--- src/rtl/flag_thunk_pkg.sv ---
package flag_thunk_pkg;
   localparam int TAG_W    = 4;
   localparam int FLAG_CNT = 4;

   typedef enum logic [TAG_W-1:0] {
      TK_COPY  = 4'd0,
      TK_ADD   = 4'd1,
      TK_SUB   = 4'd2,
      TK_ADC   = 4'd3,
      TK_SBB   = 4'd4,
      TK_LOGIC = 4'd5,
      TK_MUL   = 4'd6,
      TK_MULL  = 4'd7
   } thunk_tag_e;

   typedef struct packed {
      logic n;
      logic z;
      logic c;
      logic v;
   } nzcv_t;
endpackage

--- src/rtl/flag_thunk_adder.sv ---
module flag_thunk_adder
   import flag_thunk_pkg::*;
#(
   parameter int DATA_W = 32
) (
   input  logic [TAG_W-1:0]  op,
   input  logic [DATA_W-1:0] lhs,
   input  logic [DATA_W-1:0] rhs,
   input  logic              carry_in,
   output logic [DATA_W-1:0] sum,
   output logic              carry_out,
   output logic              ovf
);
   localparam int MSB = DATA_W - 1;

   logic              is_sub;
   logic              cin;
   logic [DATA_W-1:0] rhs_eff;
   logic [DATA_W:0]   wide;

   // Subtraction is lhs + ~rhs + cin; SUB always carries in, SBB uses old carry
   always_comb begin
      is_sub  = (op == TK_SUB) || (op == TK_SBB);
      unique case (op)
         TK_ADD:  cin = 1'b0;
         TK_SUB:  cin = 1'b1;
         default: cin = carry_in;
      endcase
      rhs_eff   = is_sub ? ~rhs : rhs;
      wide      = {1'b0, lhs} + {1'b0, rhs_eff} + {{DATA_W{1'b0}}, cin};
      sum       = wide[MSB:0];
      carry_out = wide[DATA_W];
      ovf       = (lhs[MSB] == rhs_eff[MSB]) && (sum[MSB] != lhs[MSB]);
   end
endmodule

--- src/rtl/flag_thunk_legal.sv ---
module flag_thunk_legal
   import flag_thunk_pkg::*;
#(
   parameter int DATA_W = 32
) (
   input  logic [TAG_W-1:0]  op,
   input  logic [DATA_W-1:0] aux,
   output logic              bad
);
   localparam int MAX_TAG = 7;

   logic carry_word_bad;
   logic pair_word_bad;

   always_comb begin
      carry_word_bad = |aux[DATA_W-1:1];
      pair_word_bad  = |aux[DATA_W-1:2];
      if (int'(op) > MAX_TAG)
         bad = 1'b1;
      else if (op == TK_ADC || op == TK_SBB)
         bad = carry_word_bad;
      else if (op == TK_MUL || op == TK_MULL)
         bad = pair_word_bad;
      else
         bad = 1'b0;
   end
endmodule

--- src/rtl/flag_thunk_core.sv ---
module flag_thunk_core
   import flag_thunk_pkg::*;
#(
   parameter int DATA_W = 32
) (
   input  logic [TAG_W-1:0]  op,
   input  logic [DATA_W-1:0] wa,
   input  logic [DATA_W-1:0] wb,
   input  logic [DATA_W-1:0] wc,
   output nzcv_t             flags,
   output logic              bad
);
   localparam int MSB = DATA_W - 1;

   logic [DATA_W-1:0] sum;
   logic              add_c;
   logic              add_v;
   logic [DATA_W-1:0] res;

   flag_thunk_adder #(.DATA_W(DATA_W)) u_add (
      .op(op), .lhs(wa), .rhs(wb), .carry_in(wc[0]),
      .sum(sum), .carry_out(add_c), .ovf(add_v)
   );

   flag_thunk_legal #(.DATA_W(DATA_W)) u_legal (
      .op(op), .aux(wc), .bad(bad)
   );

   always_comb begin
      res   = wa;
      flags = '0;
      unique case (op)
         TK_COPY: begin
            flags = nzcv_t'(wa[MSB -: FLAG_CNT]);
         end
         TK_ADD, TK_SUB, TK_ADC, TK_SBB: begin
            res     = sum;
            flags.n = res[MSB];
            flags.z = (res == '0);
            flags.c = add_c;
            flags.v = add_v;
         end
         TK_LOGIC: begin
            flags.n = res[MSB];
            flags.z = (res == '0);
            flags.c = wb[0];
            flags.v = wc[0];
         end
         TK_MUL: begin
            flags.n = res[MSB];
            flags.z = (res == '0);
            flags.c = wc[1];
            flags.v = wc[0];
         end
         TK_MULL: begin
            flags.n = wb[MSB];
            flags.z = ((wa | wb) == '0);
            flags.c = wc[1];
            flags.v = wc[0];
         end
         default: flags = '0;
      endcase
      if (bad) flags = '0;
   end
endmodule

--- src/rtl/flag_thunk_eval.sv ---
module flag_thunk_eval
   import flag_thunk_pkg::*;
#(
   parameter int DATA_W  = 32,
   parameter bit REG_OUT = 1'b1
) (
   input  logic              clk,
   input  logic              rst_n,
   input  logic [3:0]        thunk_op,
   input  logic [DATA_W-1:0] thunk_a,
   input  logic [DATA_W-1:0] thunk_b,
   input  logic [DATA_W-1:0] thunk_c,
   output logic [DATA_W-1:0] flags_word,
   output logic              thunk_err
);
   localparam int MSB    = DATA_W - 1;
   localparam int LOW_W  = DATA_W - FLAG_CNT;

   if (DATA_W < 8) begin : g_width_bad
      $error("flag_thunk_eval: DATA_W must be at least 8");
   end

   nzcv_t             flags_c;
   logic              bad_c;
   logic [DATA_W-1:0] word_c;

   flag_thunk_core #(.DATA_W(DATA_W)) u_core (
      .op(thunk_op), .wa(thunk_a), .wb(thunk_b), .wc(thunk_c),
      .flags(flags_c), .bad(bad_c)
   );

   assign word_c = {flags_c, {LOW_W{1'b0}}};

   if (REG_OUT) begin : g_reg
      logic [DATA_W-1:0] word_q;
      logic              err_q;

      always_ff @(posedge clk or negedge rst_n) begin
         if (!rst_n) begin
            word_q <= '0;
            err_q  <= 1'b0;
         end else begin
            word_q <= word_c;
            err_q  <= bad_c;
         end
      end

      assign flags_word = word_q;
      assign thunk_err  = err_q;


      copy_passthru_chk: assert property (@(posedge clk) disable iff (!rst_n)
         ($past(rst_n) && $past(thunk_op) == 4'd0)
            |-> (flags_word[MSB -: FLAG_CNT] == $past(thunk_a[MSB -: FLAG_CNT])));


      sub_carry_chk: assert property (@(posedge clk) disable iff (!rst_n)
         ($past(rst_n) && $past(thunk_op) == 4'd2)
            |-> (flags_word[MSB-2] == ($past(thunk_a) >= $past(thunk_b))));


      mull_zero_chk: assert property (@(posedge clk) disable iff (!rst_n)
         ($past(rst_n) && $past(thunk_op) == 4'd7 && $past(thunk_c) < 4)
            |-> (flags_word[MSB-1] == (($past(thunk_a) | $past(thunk_b)) == '0)));


      illegal_tag_chk: assert property (@(posedge clk) disable iff (!rst_n)
         ($past(rst_n) && $past(thunk_op) > 4'd7) |-> (thunk_err && flags_word == '0));


      err_clears_flags_chk: assert property (@(posedge clk) disable iff (!rst_n)
         thunk_err |-> (flags_word == '0));
   end else begin : g_comb
      assign flags_word = word_c;
      assign thunk_err  = bad_c;
   end
endmodule

--- config.mk ---
export PLATFORM = sky130hd
export DESIGN_NAME = flag_thunk_eval
export DESIGN_NICKNAME = d
export VERILOG_FILES = /design/src/rtl/flag_thunk_pkg.sv /design/src/rtl/flag_thunk_adder.sv /design/src/rtl/flag_thunk_legal.sv /design/src/rtl/flag_thunk_core.sv /design/src/rtl/flag_thunk_eval.sv
export SDC_FILE = /design/constraint.sdc
export NUM_CORES = 1
export LEC_CHECK = 0
export BUFFER_PORTS_ARGS = -buffer_cell sky130_fd_sc_hd__buf_2
export CAP_MARGIN = 0
export CORE_MARGIN = 2
export CORE_UTILIZATION = 45
export DETAILED_ROUTE_END_ITERATION = 16
export PLACE_DENSITY = 0.86
export SKIP_LAST_GASP = 1
export SLEW_MARGIN = 5
export SYNTH_ARGS = -nofsm -noshare
export SYNTH_HDL_FRONTEND = slang
export SYNTH_HIERARCHICAL = 1
export SYNTH_SLANG_ARGS = --single-unit
--- constraint.sdc ---
create_clock -name clk -period 0.8 [get_ports clk]
set_input_delay 0.08 -clock clk [delete_from_list [all_inputs] [get_ports clk]]
set_output_delay 0.08 -clock clk [all_outputs]
set_load 0.02 [all_outputs]
After elaboration in Yosys (flattened, before gate mapping) --
Cells that the tools add are included.
Word-level totals: register bits after elaboration 5, input bits 102, logic and storage cells 34
Operators by class: add/sub/neg operators 2, $lt $le $gt $ge 1, eq/ne operators 9, multiplexer cells 7, bitwise operators 2, reductions and logical operators 11
Operators by type and width (count):
- $logic_not 32->1 | 3
- $add 32x32->33 | 1
- $add 33x1->33 | 1
- $mux 32 | 1
- $not 32->32 | 1
- $or 32x32->32 | 1
- $reduce_or 31->1 | 1
- $reduce_or 30->1 | 1
- $pmux 4 s5 | 1
- $eq 4x3->1 const B | 4
- $eq 4x2->1 const B | 2
- $eq 4x1->1 const B | 1
- $gt 4x3->1 const B | 1
- $logic_not 4->1 | 1
- $mux 4 | 1
- $reduce_or 4->1 | 1
- $logic_or 1x1->1 | 3
- $mux 1 | 3
- $pmux 1 s2 | 1
- $eq 1x1->1 | 1
- $logic_and 1x1->1 | 1
- $ne 1x1->1 | 1

Depth between registers and ports, before layout --
word-level depth 9, depth in mapped cells 20

Cells and area by module --
The synthesis kept the hierarchy.
Modules (own cells, without submodules):
- flag_thunk_adder | instances 1, cells an instance 314, area each 2213.4 µm², sequential area each 0.0 µm²
- flag_thunk_core | instances 1, cells an instance 64, area each 429.2 µm², sequential area each 0.0 µm²
- flag_thunk_eval | instances 1, cells an instance 34, area each 339.1 µm², sequential area each 125.1 µm²
- flag_thunk_legal | instances 1, cells an instance 17, area each 102.6 µm², sequential area each 0.0 µm²

Worst setup path after synthesis --
Ideal clock, no wire load.
path type input -> register, from input thunk_op[2], to register g_reg.word_q[30], in the netlist flags_word[30], setup time 0.076 ns, arrival 3.765 ns, required time 0.724 ns, slack -3.042 ns, stages 20, path through xnor2_1 > or3_1 > clkbuf_1 > buf_1 > xnor2_1 > fa_1 > inv_1 > fa_1 > nor2b_1 > o31a_1 > o2111ai_2 > nand2_1 > o21ai_0 > o21ai_0 > xnor2_1 > nor4_1 > nand4_1 > a211oi_1 > o21ai_0 > o21ai_1
RTL lines:
- from (decl) | line flag_thunk_eval.sv:9 | input logic [3:0] thunk_op,
- to (signal assigned) | line flag_thunk_eval.sv:43 | word_q <= word_c;
- to (decl) | line flag_thunk_eval.sv:35 | logic [DATA_W-1:0] word_q;

==> report_table.html <==
<table>
<tr><th>Metric</th><th>Value</th></tr>
<tr><th colspan="2">Outcome</th></tr>
<tr><td>Result of the run</td><td>complete, but fails checks</td></tr>
<tr><td>Violations in the final reports</td><td>negative setup slack</td></tr>
<tr><th colspan="2">STA</th></tr>
<tr><td>Final worst-path setup slack</td><td>-2777 ps</td></tr>
<tr><td>Fin crit share</td><td>4.472</td></tr>
<tr><td>Count of final hold-check violations</td><td>0</td></tr>
<tr><td>Worst slew margin relative to its limit</td><td>0.6505</td></tr>
<tr><td>Post-layout minimum cycle time</td><td>3577 ps</td></tr>
<tr><td>Least-Margin Pin Slew</td><td>520.3 ps</td></tr>
<tr><td>Setup repair after global routing missed its margin</td><td>yes</td></tr>
<tr><td>Maximum achievable frequency</td><td>279.5 MHz</td></tr>
<tr><td>Final slew viol count</td><td>0</td></tr>
<tr><td>Final setup violating endpoints</td><td>9</td></tr>
<tr><th colspan="2">Final layout</th></tr>
<tr><td>Antenna cells</td><td>0</td></tr>
<tr><td>Number of filler instances in the final layout</td><td>484</td></tr>
<tr><td>Area of the multi-input gates</td><td>0.002943 mm2</td></tr>
<tr><td>Leading cell types in the layout, fill and taps excluded</td><td>139 x buf_4, 99 x buf_2, 45 x xnor2_1, 36 x a21oi_1, 33 x nand2_1</td></tr>
<tr><td>Register cell area after layout</td><td>125.1 um2</td></tr>
<tr><td>Area delta synth-&gt;final</td><td>60.53%</td></tr>
<tr><td>Fin util</td><td>0.7369</td></tr>
<tr><td>Most common library cell in the layout ignoring fill and taps</td><td>buf_4</td></tr>
<tr><td>Ratio of cells with drive above 1 in the final layout</td><td>0.4522</td></tr>
<tr><td>NumNets Final</td><td>806</td></tr>
<tr><th colspan="2">Routing</th></tr>
<tr><td>Vias per std cell</td><td>5.984</td></tr>
<tr><td>Remaining antenna violation count</td><td>0</td></tr>
<tr><td>Total vias in the final route</td><td>4488</td></tr>
<tr><td>TritonRoute pass-1 iters</td><td>5</td></tr>
<tr><td>Post-detailed-route wirelength per cell</td><td>17.77 um</td></tr>
<tr><td>Number of remaining DRC errors</td><td>0</td></tr>
<tr><td>Violation count after the first detailed-route iteration</td><td>322</td></tr>
<tr><td>Wire length after detailed routing</td><td>13330 um</td></tr>
<tr><th colspan="2">Logic synthesis</th></tr>
<tr><td>Syn Inst Count</td><td>429</td></tr>
<tr><td>Sequential share of the synthesized area</td><td>0.04057</td></tr>
<tr><td>Most used flip-flop cell after synthesis</td><td>dfrtp_1</td></tr>
<tr><td>Combined area of all synthesized cells</td><td>0.003084 mm2</td></tr>
<tr><td>Area contributors post-synth</td><td>xnor2_1 14%, ha_1 13%, buf_4 7.1%</td></tr>
<tr><td>Number of distinct library cells after synthesis</td><td>73</td></tr>
<tr><td>Number of enable-type register cells in the synthesized netlist</td><td>0</td></tr>
<tr><td>Synthesized flop and latch total</td><td>5</td></tr>
<tr><td>FFs w/ async S/R, synth</td><td>1.000</td></tr>
<tr><td>Number of synthesis warnings</td><td>6</td></tr>
<tr><td>Top cell type's share of synthesized area</td><td>0.1363</td></tr>
<tr><td>Largest area contributor in the synthesized netlist</td><td>xnor2_1</td></tr>
<tr><td>Avg Synthesized Cell Area</td><td>7.189 um2</td></tr>
<tr><th colspan="2">CTS</th></tr>
<tr><td>CTS tree</td><td>yes</td></tr>
<tr><td>TritonCTS Sinks</td><td>5</td></tr>
<tr><td>Clk buf depth</td><td>2</td></tr>
<tr><td>CTS Root Cell</td><td>clkbuf_8</td></tr>
<tr><td>Number of buffers created by CTS</td><td>3</td></tr>
<tr><td>Depth of the CTS H-tree</td><td>1</td></tr>
<tr><td>Clock transition at the registers of the reported paths</td><td>40 ps</td></tr>
<tr><th colspan="2">Global routing</th></tr>
<tr><td>Number of global-route vias before repair</td><td>4531</td></tr>
<tr><td>Number of antenna violations at the first check in global routing</td><td>0</td></tr>
<tr><td>Met2 Track Usage GR</td><td>0.6051</td></tr>
<tr><td>Global-route layer with the greatest usage</td><td>met2</td></tr>
<tr><td>Global Route met3 Usage</td><td>0.06667</td></tr>
<tr><td>Total congestion overflow after global routing</td><td>0</td></tr>
<tr><td>Wire length of the first global-routing pass</td><td>20180 um</td></tr>
<tr><td>Maximum number of pins on one net before global-route repair</td><td>18</td></tr>
<tr><td>Global router's overall resource usage</td><td>0.3339</td></tr>
<tr><td>GR Util met1</td><td>0.3693</td></tr>
<tr><th colspan="2">Power and ir drop</th></tr>
<tr><td>Leakage dissipation</td><td>2.405 nW</td></tr>
<tr><td>Switching part of the total power</td><td>0.4759</td></tr>
<tr><td>Proportion of power drawn by the clock network</td><td>0.086</td></tr>
<tr><td>Proportion of power drawn by combinational gates</td><td>0.868</td></tr>
<tr><td>Power per standard cell area</td><td>1202 mW/mm2</td></tr>
<tr><td>Worst IR drop on VDD</td><td>0.5759 mV</td></tr>
<tr><td>Switching power of the nets</td><td>2.832 mW</td></tr>
<tr><td>Register share of total power</td><td>0.046</td></tr>
<tr><td>Int Power</td><td>3.118 mW</td></tr>
<tr><td>Tot Pwr</td><td>5.950 mW</td></tr>
<tr><th colspan="2">Worst setup path</th></tr>
<tr><td>Max incr delay on CP</td><td>390 ps</td></tr>
<tr><td>Data arrival time of the worst path</td><td>3740 ps</td></tr>
<tr><td>Crit Path Max Fanout</td><td>17</td></tr>
<tr><td>Setup crit end kind</td><td>flop</td></tr>
<tr><td>Ordered list of cells on the worst path</td><td>buf_6 -&gt; buf_4 -&gt; nor2_1 -&gt; nand2_1 -&gt; a21oi_1 -&gt; nor2_1 -&gt; fa_2 -&gt; inv_2 -&gt; fa_2 -&gt; nor2b_2 -&gt; o31a_1 -&gt; o2111ai_2 -&gt; buf_4 -&gt; nand2_2 -&gt; o21bai_4 -&gt; buf_4 -&gt; xnor2_1 -&gt; nor4_1 -&gt; nand4_1 -&gt; a211oi_2 -&gt; o21ai_1 -&gt; o21ai_1</td></tr>
<tr><td>Dominant delay contributor by cell family on the critical path</td><td>compound AO/OA/AOI/OAI gates</td></tr>
<tr><td>Cell with the largest stage delay on the worst path</td><td>fa_2</td></tr>
<tr><td>Data required time at the worst endpoint</td><td>960 ps</td></tr>
<tr><td>Most frequent cell on the critical path</td><td>buf_4</td></tr>
<tr><td>Critical path buffer and inverter count</td><td>5</td></tr>
<tr><td>Critical Path Source Type</td><td>primary input</td></tr>
<tr><td>Setup CP Type</td><td>primary input to flop</td></tr>
<tr><th colspan="2">Die</th></tr>
<tr><td>Core footprint</td><td>0.006719 mm2</td></tr>
<tr><td>Num ports</td><td>135</td></tr>
<tr><td>Num rows</td><td>30</td></tr>
<tr><td>Die Width</td><td>86.79 um</td></tr>
<tr><td>Area of the die</td><td>0.007532 mm2</td></tr>
<tr><td>Chip Height</td><td>86.79 um</td></tr>
<tr><td>Initial Utilization</td><td>0.4590</td></tr>
<tr><th colspan="2">Placement</th></tr>
<tr><td>Worst slack, placed</td><td>-3151 ps</td></tr>
<tr><td>Routability-driven placement congestion ratio</td><td>1.032</td></tr>
<tr><td>Half-perimeter wire length after detailed placement</td><td>10110 um</td></tr>
<tr><td>Port Buffers</td><td>106</td></tr>
<tr><th colspan="2">Worst hold path</th></tr>
<tr><td>Path type of the worst min-delay path</td><td>primary input to flop</td></tr>
<tr><th colspan="2">Flow run</th></tr>
<tr><td>Max-cap check violation count</td><td>0</td></tr>
</table>
[final timing paths]
kind,startpoint,to,cells after the start
max,thunk_op[2],flags_word[30]$_DFF_PN0_,22
min,thunk_op[3],flags_word[28]$_DFF_PN0_,3
max in group asynchronous,rst_n,thunk_err$_DFF_PN0_,2
min in group asynchronous,rst_n,flags_word[28]$_DFF_PN0_,2
[area by class of cell]
type	count	area share
inverters	14	0.01061
multi-input cells	397	0.5944
flip-flops and latches	5	0.02527
repair buffers	250	0.3404
well taps	80	0.02022
clock buffers	4	0.009098
[per-layer routing]
metal	part of all wire	routed length [um]	vias to the layer above
li1	-	-	2027
met1	0.37	4873	2059
met2	0.48	6458	312
met3	0.095	1266	90
met4	0.055	733	0
met5	0	0	-
[power groups by stage]
stage | Sequential, mW | Combinational [mW] | Clock, mW
after global routing | 0.272 | 5.50 | 0.520
after detailed placement | 0.271 | 4.57 | 0
after floorplan | 0.285 | 2.63 | 0
after CTS | 0.270 | 4.89 | 0.489
after global placement | 0.271 | 4.40 | 0
final | 0.272 | 5.16 | 0.514
[flip-flops by register name (all words and copies together) (netlist names)]
signal / cells
thunk_err: 1
flags_word: 4
[synth_stat cells (all sizes together) (5+ instances only)]
cell type and n:
nand2 34, o21bai 5, nand4 11, ha 31, a21o 11, a21oi 38, a211oi 8, dfrtp 5
xnor2 48, xor2 10, buf 34, inv 14, nor3 10, nand3 7, clkbuf 6, o21a 5
a21boi 5, nor2 34, o21ai 23, nor4 29
[kinds of logic after synthesis]
logic type	share of synthesized area
simple gates	0.2629
other cells	0.001216
flops	0.04057
fa+ha+maj	0.1387
xor+xnor	0.1647
buf+inv	0.1043
mux	0.009737
compound gates	0.2779
[repair_timing]
action / 4_1_cts / 5_1_grt
hold buffers: 1 / 0
endpoints found under the setup margin: 9 / 10
pin swaps: 17 / 8
endpoints found under the hold margin: 5 / 0
gates resized for setup: 44 / 10
buffers inserted: 7 / 2
[per-stage QoR]
step           cell area, um2  TNS [ps]  hold slack, ps  instances
2_1_floorplan            3241     -9731          -215.6        456
3_3_place_gp             4601    -11790          -99.40        737
3_5_place_dp             4601    -12250          -94.33        737
4_1_cts                  4886     -9794           172.5        748
5_1_grt                  4951    -11230           193.9        750
6_report                 4951    -10730           186.3        750
No activity file was read; power rests on OpenSTA's default activity.
